==> config.mk <==
export PLATFORM = sky130hd
export DESIGN_NAME = tmr_irq_agg
export DESIGN_NICKNAME = d
export VERILOG_FILES = /design/src/rtl/tirq_pkg.sv /design/src/rtl/tirq_src_map.sv /design/src/rtl/tirq_flag_bank.sv /design/src/rtl/tirq_req_reg.sv /design/src/rtl/tmr_irq_agg.sv
export SDC_FILE = /design/constraint.sdc
export NUM_CORES = 1
export LEC_CHECK = 0
export ABC_AREA = 1
export CAP_MARGIN = 20
export CORE_MARGIN = 8
export CORE_UTILIZATION = 43
export DETAILED_ROUTE_END_ITERATION = 7
export PLACE_DENSITY = 0.93
export SYNTH_ARGS = -nofsm -noshare
export SYNTH_HDL_FRONTEND = slang
export SYNTH_HIERARCHICAL = 1
export SYNTH_SLANG_ARGS = --single-unit
==> constraint.sdc <==
create_clock -name clk_i -period 2.7 [get_ports clk_i]
set_clock_uncertainty 0.15 [all_clocks]
set_input_delay 0.54 -clock clk_i [delete_from_list [all_inputs] [get_ports clk_i]]
set_output_delay 0.54 -clock clk_i [all_outputs]
set_load 0.01 [all_outputs]
==> src/rtl/tirq_pkg.sv <==
package tirq_pkg;

  localparam int unsigned SRC_N = 4;
  localparam int unsigned EVT_W = 9;

  typedef enum logic [1:0] {
    MODE_PWM8  = 2'b00,
    MODE_PWM16 = 2'b01,
    MODE_CAPT  = 2'b10,
    MODE_OFF   = 2'b11
  } ch_mode_e;

  // raw event bit positions inside one channel's event field
  localparam int unsigned EV_DUTY_LO = 0;
  localparam int unsigned EV_PER_LO  = 1;
  localparam int unsigned EV_DUTY_HI = 2;
  localparam int unsigned EV_PER_HI  = 3;
  localparam int unsigned EV_DUTY16  = 4;
  localparam int unsigned EV_PER16   = 5;
  localparam int unsigned EV_CAP_PER = 6;
  localparam int unsigned EV_CAP_DTY = 7;
  localparam int unsigned EV_OVF     = 8;

  // returns the per-source set vector {D, C, B, A}
  function automatic logic [SRC_N-1:0] map_events(input ch_mode_e mode,
                                                  input logic [EVT_W-1:0] ev);
    logic [SRC_N-1:0] s;
    s = '0;
    unique case (mode)
      MODE_PWM8: begin
        s[0] = ev[EV_DUTY_LO];
        s[1] = ev[EV_PER_LO];
        s[2] = ev[EV_DUTY_HI];
        s[3] = ev[EV_PER_HI];
      end
      MODE_PWM16: begin
        s[0] = ev[EV_DUTY16];
        s[1] = ev[EV_PER16];
      end
      MODE_CAPT: begin
        s[0] = ev[EV_CAP_PER];
        s[1] = ev[EV_CAP_DTY];
        s[2] = ev[EV_OVF];
      end
      default: s = '0;
    endcase
    return s;
  endfunction

  // next value of one flag group: set dominates clear
  function automatic logic [SRC_N-1:0] flag_next(input logic [SRC_N-1:0] cur,
                                                 input logic [SRC_N-1:0] set,
                                                 input logic [SRC_N-1:0] clr);
    return (cur & ~clr) | set;
  endfunction

endpackage

==> src/rtl/tirq_src_map.sv <==
module tirq_src_map
  import tirq_pkg::*;
(
  input  logic [1:0]       mode_i,
  input  logic [EVT_W-1:0] evt_i,
  output logic [SRC_N-1:0] set_o
);

  always_comb begin
    set_o = map_events(ch_mode_e'(mode_i), evt_i);
  end

endmodule

==> src/rtl/tirq_flag_bank.sv <==
module tirq_flag_bank
  import tirq_pkg::*;
(
  input  logic             clk_i,
  input  logic             rst_ni,
  input  logic             lowpwr_i,
  input  logic [SRC_N-1:0] set_i,
  input  logic [SRC_N-1:0] clr_req_i,
  input  logic             en_we_i,
  input  logic [SRC_N-1:0] en_data_i,
  output logic [SRC_N-1:0] clr_eff_o,
  output logic [SRC_N-1:0] pend_o,
  output logic [SRC_N-1:0] en_o,
  output logic [SRC_N-1:0] pend_nxt_o,
  output logic [SRC_N-1:0] en_nxt_o
);

  logic [SRC_N-1:0] pend_q;
  logic [SRC_N-1:0] en_q;

  always_comb begin
    clr_eff_o  = lowpwr_i ? '0 : clr_req_i;
    pend_nxt_o = flag_next(pend_q, set_i, clr_eff_o);
    en_nxt_o   = en_we_i ? en_data_i : en_q;
  end

  always_ff @(posedge clk_i or negedge rst_ni) begin
    if (!rst_ni) begin
      pend_q <= '0;
      en_q   <= '0;
    end else begin
      pend_q <= pend_nxt_o;
      en_q   <= en_nxt_o;
    end
  end

  assign pend_o = pend_q;
  assign en_o   = en_q;

endmodule

==> src/rtl/tirq_req_reg.sv <==
module tirq_req_reg
  import tirq_pkg::*;
#(
  parameter int unsigned NUM_CH = 4
) (
  input  logic                    clk_i,
  input  logic                    rst_ni,
  input  logic [NUM_CH*SRC_N-1:0] pend_nxt_i,
  input  logic [NUM_CH*SRC_N-1:0] en_nxt_i,
  output logic [NUM_CH-1:0]       irq_o
);

  logic [NUM_CH-1:0] any_w;

  for (genvar c = 0; c < NUM_CH; c++) begin : g_any
    assign any_w[c] = |(pend_nxt_i[c*SRC_N +: SRC_N] & en_nxt_i[c*SRC_N +: SRC_N]);
  end

  always_ff @(posedge clk_i or negedge rst_ni) begin
    if (!rst_ni) irq_o <= '0;
    else         irq_o <= any_w;
  end

endmodule

==> src/rtl/tmr_irq_agg.sv <==
module tmr_irq_agg
  import tirq_pkg::*;
#(
  parameter int unsigned NUM_CH = 4,
  localparam int unsigned FLAG_W = NUM_CH * SRC_N
) (
  input  logic                    clk_i,
  input  logic                    rst_ni,
  input  logic [2*NUM_CH-1:0]     ch_mode_i,
  input  logic [NUM_CH-1:0]       ch_lowpwr_i,
  input  logic [NUM_CH*EVT_W-1:0] tmr_evt_i,
  input  logic                    wr_en_i,
  input  logic                    wr_sel_i,
  input  logic [FLAG_W-1:0]       wr_data_i,
  output logic [FLAG_W-1:0]       pend_o,
  output logic [FLAG_W-1:0]       en_o,
  output logic [NUM_CH-1:0]       irq_o
);

  // named internal events, observed by the bound checker
  logic [FLAG_W-1:0] set_w;
  logic [FLAG_W-1:0] clr_req_w;
  logic [FLAG_W-1:0] clr_w;
  logic [FLAG_W-1:0] pend_nxt_w;
  logic [FLAG_W-1:0] en_nxt_w;
  logic              clr_wr_w;
  logic              en_wr_w;

  assign clr_wr_w  = wr_en_i & ~wr_sel_i;
  assign en_wr_w   = wr_en_i &  wr_sel_i;
  assign clr_req_w = clr_wr_w ? wr_data_i : '0;

  for (genvar c = 0; c < NUM_CH; c++) begin : g_ch
    tirq_src_map u_map (
      .mode_i (ch_mode_i[c*2 +: 2]),
      .evt_i  (tmr_evt_i[c*EVT_W +: EVT_W]),
      .set_o  (set_w[c*SRC_N +: SRC_N])
    );

    tirq_flag_bank u_bank (
      .clk_i      (clk_i),
      .rst_ni     (rst_ni),
      .lowpwr_i   (ch_lowpwr_i[c]),
      .set_i      (set_w[c*SRC_N +: SRC_N]),
      .clr_req_i  (clr_req_w[c*SRC_N +: SRC_N]),
      .en_we_i    (en_wr_w),
      .en_data_i  (wr_data_i[c*SRC_N +: SRC_N]),
      .clr_eff_o  (clr_w[c*SRC_N +: SRC_N]),
      .pend_o     (pend_o[c*SRC_N +: SRC_N]),
      .en_o       (en_o[c*SRC_N +: SRC_N]),
      .pend_nxt_o (pend_nxt_w[c*SRC_N +: SRC_N]),
      .en_nxt_o   (en_nxt_w[c*SRC_N +: SRC_N])
    );
  end

  tirq_req_reg #(.NUM_CH(NUM_CH)) u_req (
    .clk_i      (clk_i),
    .rst_ni     (rst_ni),
    .pend_nxt_i (pend_nxt_w),
    .en_nxt_i   (en_nxt_w),
    .irq_o      (irq_o)
  );

endmodule

==> out/qor.txt, run 1 <==
Crit path max fanout - 2
Core box area - 0.004354 mm^2
Relative slew slack - 48.34%
Setup slack after placement - 0.5520 ns
WS Path Type - reg -> out
Ports - 104
CTS Hold Bufs - 0
Post-Synthesis Mean Instance Area - 6.844 um^2
Syn Inst Count - 285
GR Util All Layers - 16.48%
Post-route minimum period - 1.893 ns
Layout area overhead - 60.68%
Iteration-0 DRC Markers - 100
Die H - 83.35 um
Final setup TNS - 0 ns
CTS tree - yes
WP data arrival - 1.20 ns
Top delay family on crit path - buffers and inverters
Num rows - 24
DIE AREA - 0.006947 mm^2
Critical path required time - 2.01 ns
CP Capture Type - primary output
Setup violations, final - 0
Antenna fix cells - 0
Placed wire-length estimate - 4.723 mm
Max Cap Viol - 0
Nets - 463
Worst reg2reg path endpoint - u_req/irq_o[0]
Max-slew violations - 0
Total setup buffers inserted after CTS - 0
Clock Latency Late Sink - 0.28 ns
Post-route setup slack - 0.8073 ns
DRC - 0
Chip width - 83.35 um
Slew @ Worst Pin - 0.7748 ns
RSZ-0062 raised after global routing - no
Port bufs - 103
Worst VDD drop - 0.3274 mV
PwrDens - 486.1 mW/mm^2
Clock buffer count from CTS - 5
Root Buffer - clkbuf_8
Final period utilization - 70.10%
Clk slew on worst S/H paths - 0.07 ns
Critical Path Source Type - register
Synthesized Nets - 353
LEAKAGE - 1.585 nW
Origin of the critical flop-to-flop path - g_ch[0].u_bank/en_o[3]
Buf/Inv on CP - 1
GP Congestion - 0.7992
Crit-path max cell delay - 0.55 ns
Hold slack final - 0.1764 ns
Share of layout cells above drive strength 1 - 5.063%
Initial antenna violation count - 0
Number of filler cells placed in the layout - 358
CTS H-Tree Depth - 2
Grt ovf - 0
Clock sinks - 36
Resize count post-CTS - 0
Reg-to-reg slack, setup - 1.60 ns
R2R depth - 6
Initial Util - 44.80%
Vias post-DR - 2048
Ys Warns - 6
DRT antenna net count - 0
Routed vias/inst - 4.582
Hold Crit Class - in -> async
Max Freq - 528.3 MHz
Area occupied by multi-input gates - 775.7 um^2
Vias in the first global route - 2032
Post-Syn Area - 0.001951 mm^2
Final Hold Fails - 0
Flip-flop and latch area - 900.9 um^2
Crit-path cells - clkdlybuf4s50_1
Status - finished, final reports clean
Slowest-stage cell, CP - clkdlybuf4s50_1
First-pass GRT wire length - 9.542 mm
DR pass1 iterations - 6
Clock Path Buffers - 2
Post-DR wirelength/cell - 12.83 um
Total Wirelength - 5.736 mm
Largest net degree at the start of global routing - 37
[power by group]
| part | internal [mW] | total (mW) | switching [mW] |
|---|---|---|---|
| Combinational | 0.259 | 0.474 | 0.216 |
| Clock | 0.227 | 0.407 | 0.180 |
| Sequential | 0.608 | 0.642 | 0.0344 |
| Total | 1.09 | 1.52 | 0.430 |
[per-layer routing]
metal | up-vias | share of wire, % | track usage [%]
met5 | - | 0 | 0
met2 | 78 | 48 | 28.15
li1 | 1060 | - | -
met3 | 6 | 9.3 | 6.445
met1 | 904 | 42 | 18.59
met4 | 0 | 0.94 | 4.313
[placed cells by master (no fill, tap or decap)]
cell             instances
buf_4                    1
dfrtp_1                 36
clkbuf_8                 7
nand2_4                  1
nor2_2                   9
nor3b_1                  4
nor2_4                   1
buf_2                    1
nor2_1                  10
o21ai_0                 16
inv_1                   70
nand3_1                 28
nand2_1                109
clkdlybuf4s50_1        102
[worst register-to-register path: stages (launching register included)]
cell,delay (ns)
dfrtp_1,0.37
inv_1,0.04
o21ai_0,0.23
nand2_1,0.09
nand2_1,0.08
inv_1,0.04
nand2_1,0.04
[worst max-delay path by stage]
stage / from / to / slack, ns / cells past startpoint
floorplan: wr_en_i / u_req/irq_o[0] / 1.05 / 7
global placement: wr_en_i / u_req/irq_o[1] / 0.61 / 9
detailed placement: wr_en_i / u_req/irq_o[3] / 0.55 / 9
CTS: g_ch[0].u_bank/pend_o[1] / pend_o[1] / 0.79 / 1
global route: wr_en_i / u_req/irq_o[2] / 0.69 / 9
finish: g_ch[3].u_bank/en_o[3] / en_o[15] / 0.81 / 1
[sequential cells by signal, summed over array words and instances (netlist names)]
| name | cells |
|---|---|
| u_req/irq_o | 4 |
| g_ch.u_bank/en_o | 16 |
| g_ch.u_bank/pend_o | 16 |
[stage by stage]
stage	cells	utilization [%]	total power, mW	instance area (um^2)
4_1_cts	447	71.98	1.539	3134
5_1_grt	447	71.98	1.617	3134
3_3_place_gp	440	69.77	1.116	3038
3_5_place_dp	440	69.77	1.131	3038
2_1_floorplan	285	-	0.8284	1951
6_report	447	71.98	1.524	3134
[cell type report]
cell class	count	area share (%)
repair buffers	104	32.97
flip-flops and latches	36	28.74
multi-input cells	178	24.75
inverters	70	8.383
clock buffers	7	3.074
well taps	52	2.076
Power figures use the tool's default switching activity.
==> run 2: changes to the inputs <==
--- a/config.mk
+++ b/config.mk
@@ -8,9 +8,9 @@
 export ABC_AREA = 1
 export CAP_MARGIN = 20
 export CORE_MARGIN = 8
-export CORE_UTILIZATION = 43
+export CORE_UTILIZATION = 40
 export DETAILED_ROUTE_END_ITERATION = 7
-export PLACE_DENSITY = 0.93
+export PLACE_DENSITY = 0.88
 export SYNTH_ARGS = -nofsm -noshare
 export SYNTH_HDL_FRONTEND = slang
 export SYNTH_HIERARCHICAL = 1
==> constraint.sdc (replaced) <==
create_clock -name clk_i -period 1.9 [get_ports clk_i]
set_clock_uncertainty 0.15 [all_clocks]
set_input_delay 0.38 -clock clk_i [delete_from_list [all_inputs] [get_ports clk_i]]
set_output_delay 0.38 -clock clk_i [all_outputs]
set_load 0.01 [all_outputs]
==> run 2 against run 1 <==
  * Sequential power rose by 42%
  * Via count is 0.59% higher
  * Wire length fell by 1.6%
  * Total power rose by 52%
  * Flip-flop and latch count unchanged
  * Non-clock buffer count grew 2
  * Die area rose by 6.0%
  * Combinational power rose by 43%
  * Sequential share of layout area is 0.71 points lower
==> out/qor.txt, run 2 (synthesized netlist as in run 1, its figures left out) <==
Status - finished, final reports clean
CTS H-Tree Depth - 2
Root Buffer - clkbuf_8
Setup slack after placement - -0.03292 ns
Final period utilization - 91.33%
Vias in the first global route - 2148
Largest net degree at the start of global routing - 37
Crit-path max cell delay - 0.55 ns
Slowest-stage cell, CP - clkdlybuf4s50_1
Post-route minimum period - 1.735 ns
Worst VDD drop - 0.3808 mV
Vias post-DR - 2060
Max Freq - 576.3 MHz
Design Area, Final - 0.003213 mm^2
Ports - 104
Flip-flop and latch area - 900.9 um^2
DR pass1 iterations - 4
Iteration-0 DRC Markers - 64
DRT antenna net count - 0
GP Congestion - 0.8355
RSZ-0062 raised after global routing - no
Core box area - 0.004723 mm^2
Max Cap Viol - 0
Clock buffer count from CTS - 5
Post-DR wirelength/cell - 12.14 um
Max-slew violations - 0
DRC - 0
Resize count post-CTS - 0
Post-route setup slack - 0.1647 ns
Initial Util - 41.30%
Critical Path Source Type - register
Number of filler cells placed in the layout - 393
WS Path Type - reg -> out
Total Wirelength - 5.645 mm
Port bufs - 103
Layout area overhead - 64.72%
Nets - 465
Num rows - 25
Chip width - 85.83 um
Setup violations, final - 0
Grt ovf - 0
Placed wire-length estimate - 4.631 mm
LEAKAGE - 1.611 nW
Initial antenna violation count - 0
Buf/Inv on CP - 1
DR WL met2 - 2.737 mm
Slew @ Worst Pin - 0.4569 ns
Clk slew on worst S/H paths - 0.07 ns
Top Layer Used - met4
Routed vias/inst - 4.430
DRT met1 WL - 2.387 mm
Antenna fix cells - 0
Crit-path cells - clkdlybuf4s50_1
Total setup buffers inserted after CTS - 0
Clock sinks - 36
CTS tree - yes
Clock Path Buffers - 2
Final setup TNS - 0 ns
WP data arrival - 1.21 ns
GR Util All Layers - 15.74%
Post-DP Area - 0.003077 mm^2
Share of layout cells above drive strength 1 - 5.528%
First-pass GRT wire length - 9.425 mm
Clock Latency Late Sink - 0.27 ns
Top delay family on crit path - buffers and inverters
WL met3 - 442 um
Most common cell after layout, fill and taps aside - nand2_1
Die H - 85.83 um
Critical path required time - 1.37 ns
DIE AREA - 0.007367 mm^2
Relative slew slack - 69.54%
Leading cell types in the layout, fill and taps excluded - nand2_1, clkdlybuf4s50_1, inv_1, dfrtp_1, nand3_1
Pwr Total - 2.312 mW
Final Hold Fails - 0
Area occupied by multi-input gates - 775.7 um^2
PwrDens - 719.5 mW/mm^2
Crit path max fanout - 2
Hold Crit Class - reg -> reg
CP Capture Type - primary output
[run 2: cell count changes in the layout (fill, tap and decap cells not counted), sizes merged]
cell and change:
dlygate4sd3 +1, bufinv +1, buf +1
[run 2: cell type report]
type                    instances  area share, %
multi-input cells             178          24.14
repair buffers                106          33.10
clock inverters                 1         0.9346
flip-flops and latches         36          28.04
well taps                      67          2.609
inverters                      70          8.178
clock buffers                   7          2.998
[run 2: metrics by stage]
| stage | std cells | hold WS [ns] | utilization (%) |
|---|---|---|---|
| finish | 465 | 0.3531 | 68.03 |
| global route | 465 | 0.3766 | 68.03 |
| CTS | 465 | 0.3552 | 68.03 |
| detailed placement | 456 | 0.3010 | 65.14 |
| global placement | 456 | 0.2935 | 65.14 |
| floorplan | 285 | -0.06559 | - |
[run 2: worst paths after layout]
check,endpoint,start,cells after the start,slack [ns]
min in group asynchronous,g_ch[0].u_bank/pend_o[3],rst_ni,3,0.53
max reg2reg,u_req/irq_o[0],g_ch[0].u_bank/en_o[3],6,0.73
max,en_o[8],g_ch[2].u_bank/en_o[0],1,0.16
min reg2reg,g_ch[1].u_bank/pend_o[3],g_ch[1].u_bank/pend_o[3],2,0.35
max in group asynchronous,g_ch[1].u_bank/pend_o[3],rst_ni,3,0.74
min,g_ch[1].u_bank/pend_o[3],g_ch[1].u_bank/pend_o[3],2,0.35
[run 2: repair_timing]
action                                 CTS  global route
hold buffers                             1             0
setup endpoints to repair                0             0
endpoints found under the hold margin    5             0
[run 2: per-layer routing]
layer	GRT usage, %	vias up
met5	0	-
met4	5.096	0
met3	5.253	6
met2	27.79	77
met1	17.27	913
li1	-	1064
[run 2: power breakdown]
group	internal [mW]	switching, mW
Sequential	0.864	0.0489
Combinational	0.373	0.306
Clock	0.463	0.257
==> run 3: changes to the inputs <==
--- a/config.mk
+++ b/config.mk
@@ -11,6 +11,7 @@
 export CORE_UTILIZATION = 40
 export DETAILED_ROUTE_END_ITERATION = 7
 export PLACE_DENSITY = 0.88
+export SLEW_MARGIN = 10
 export SYNTH_ARGS = -nofsm -noshare
 export SYNTH_HDL_FRONTEND = slang
 export SYNTH_HIERARCHICAL = 1
==> results of run 3 <==
The final DEF is identical to that of run 2; final timing and power are the same.
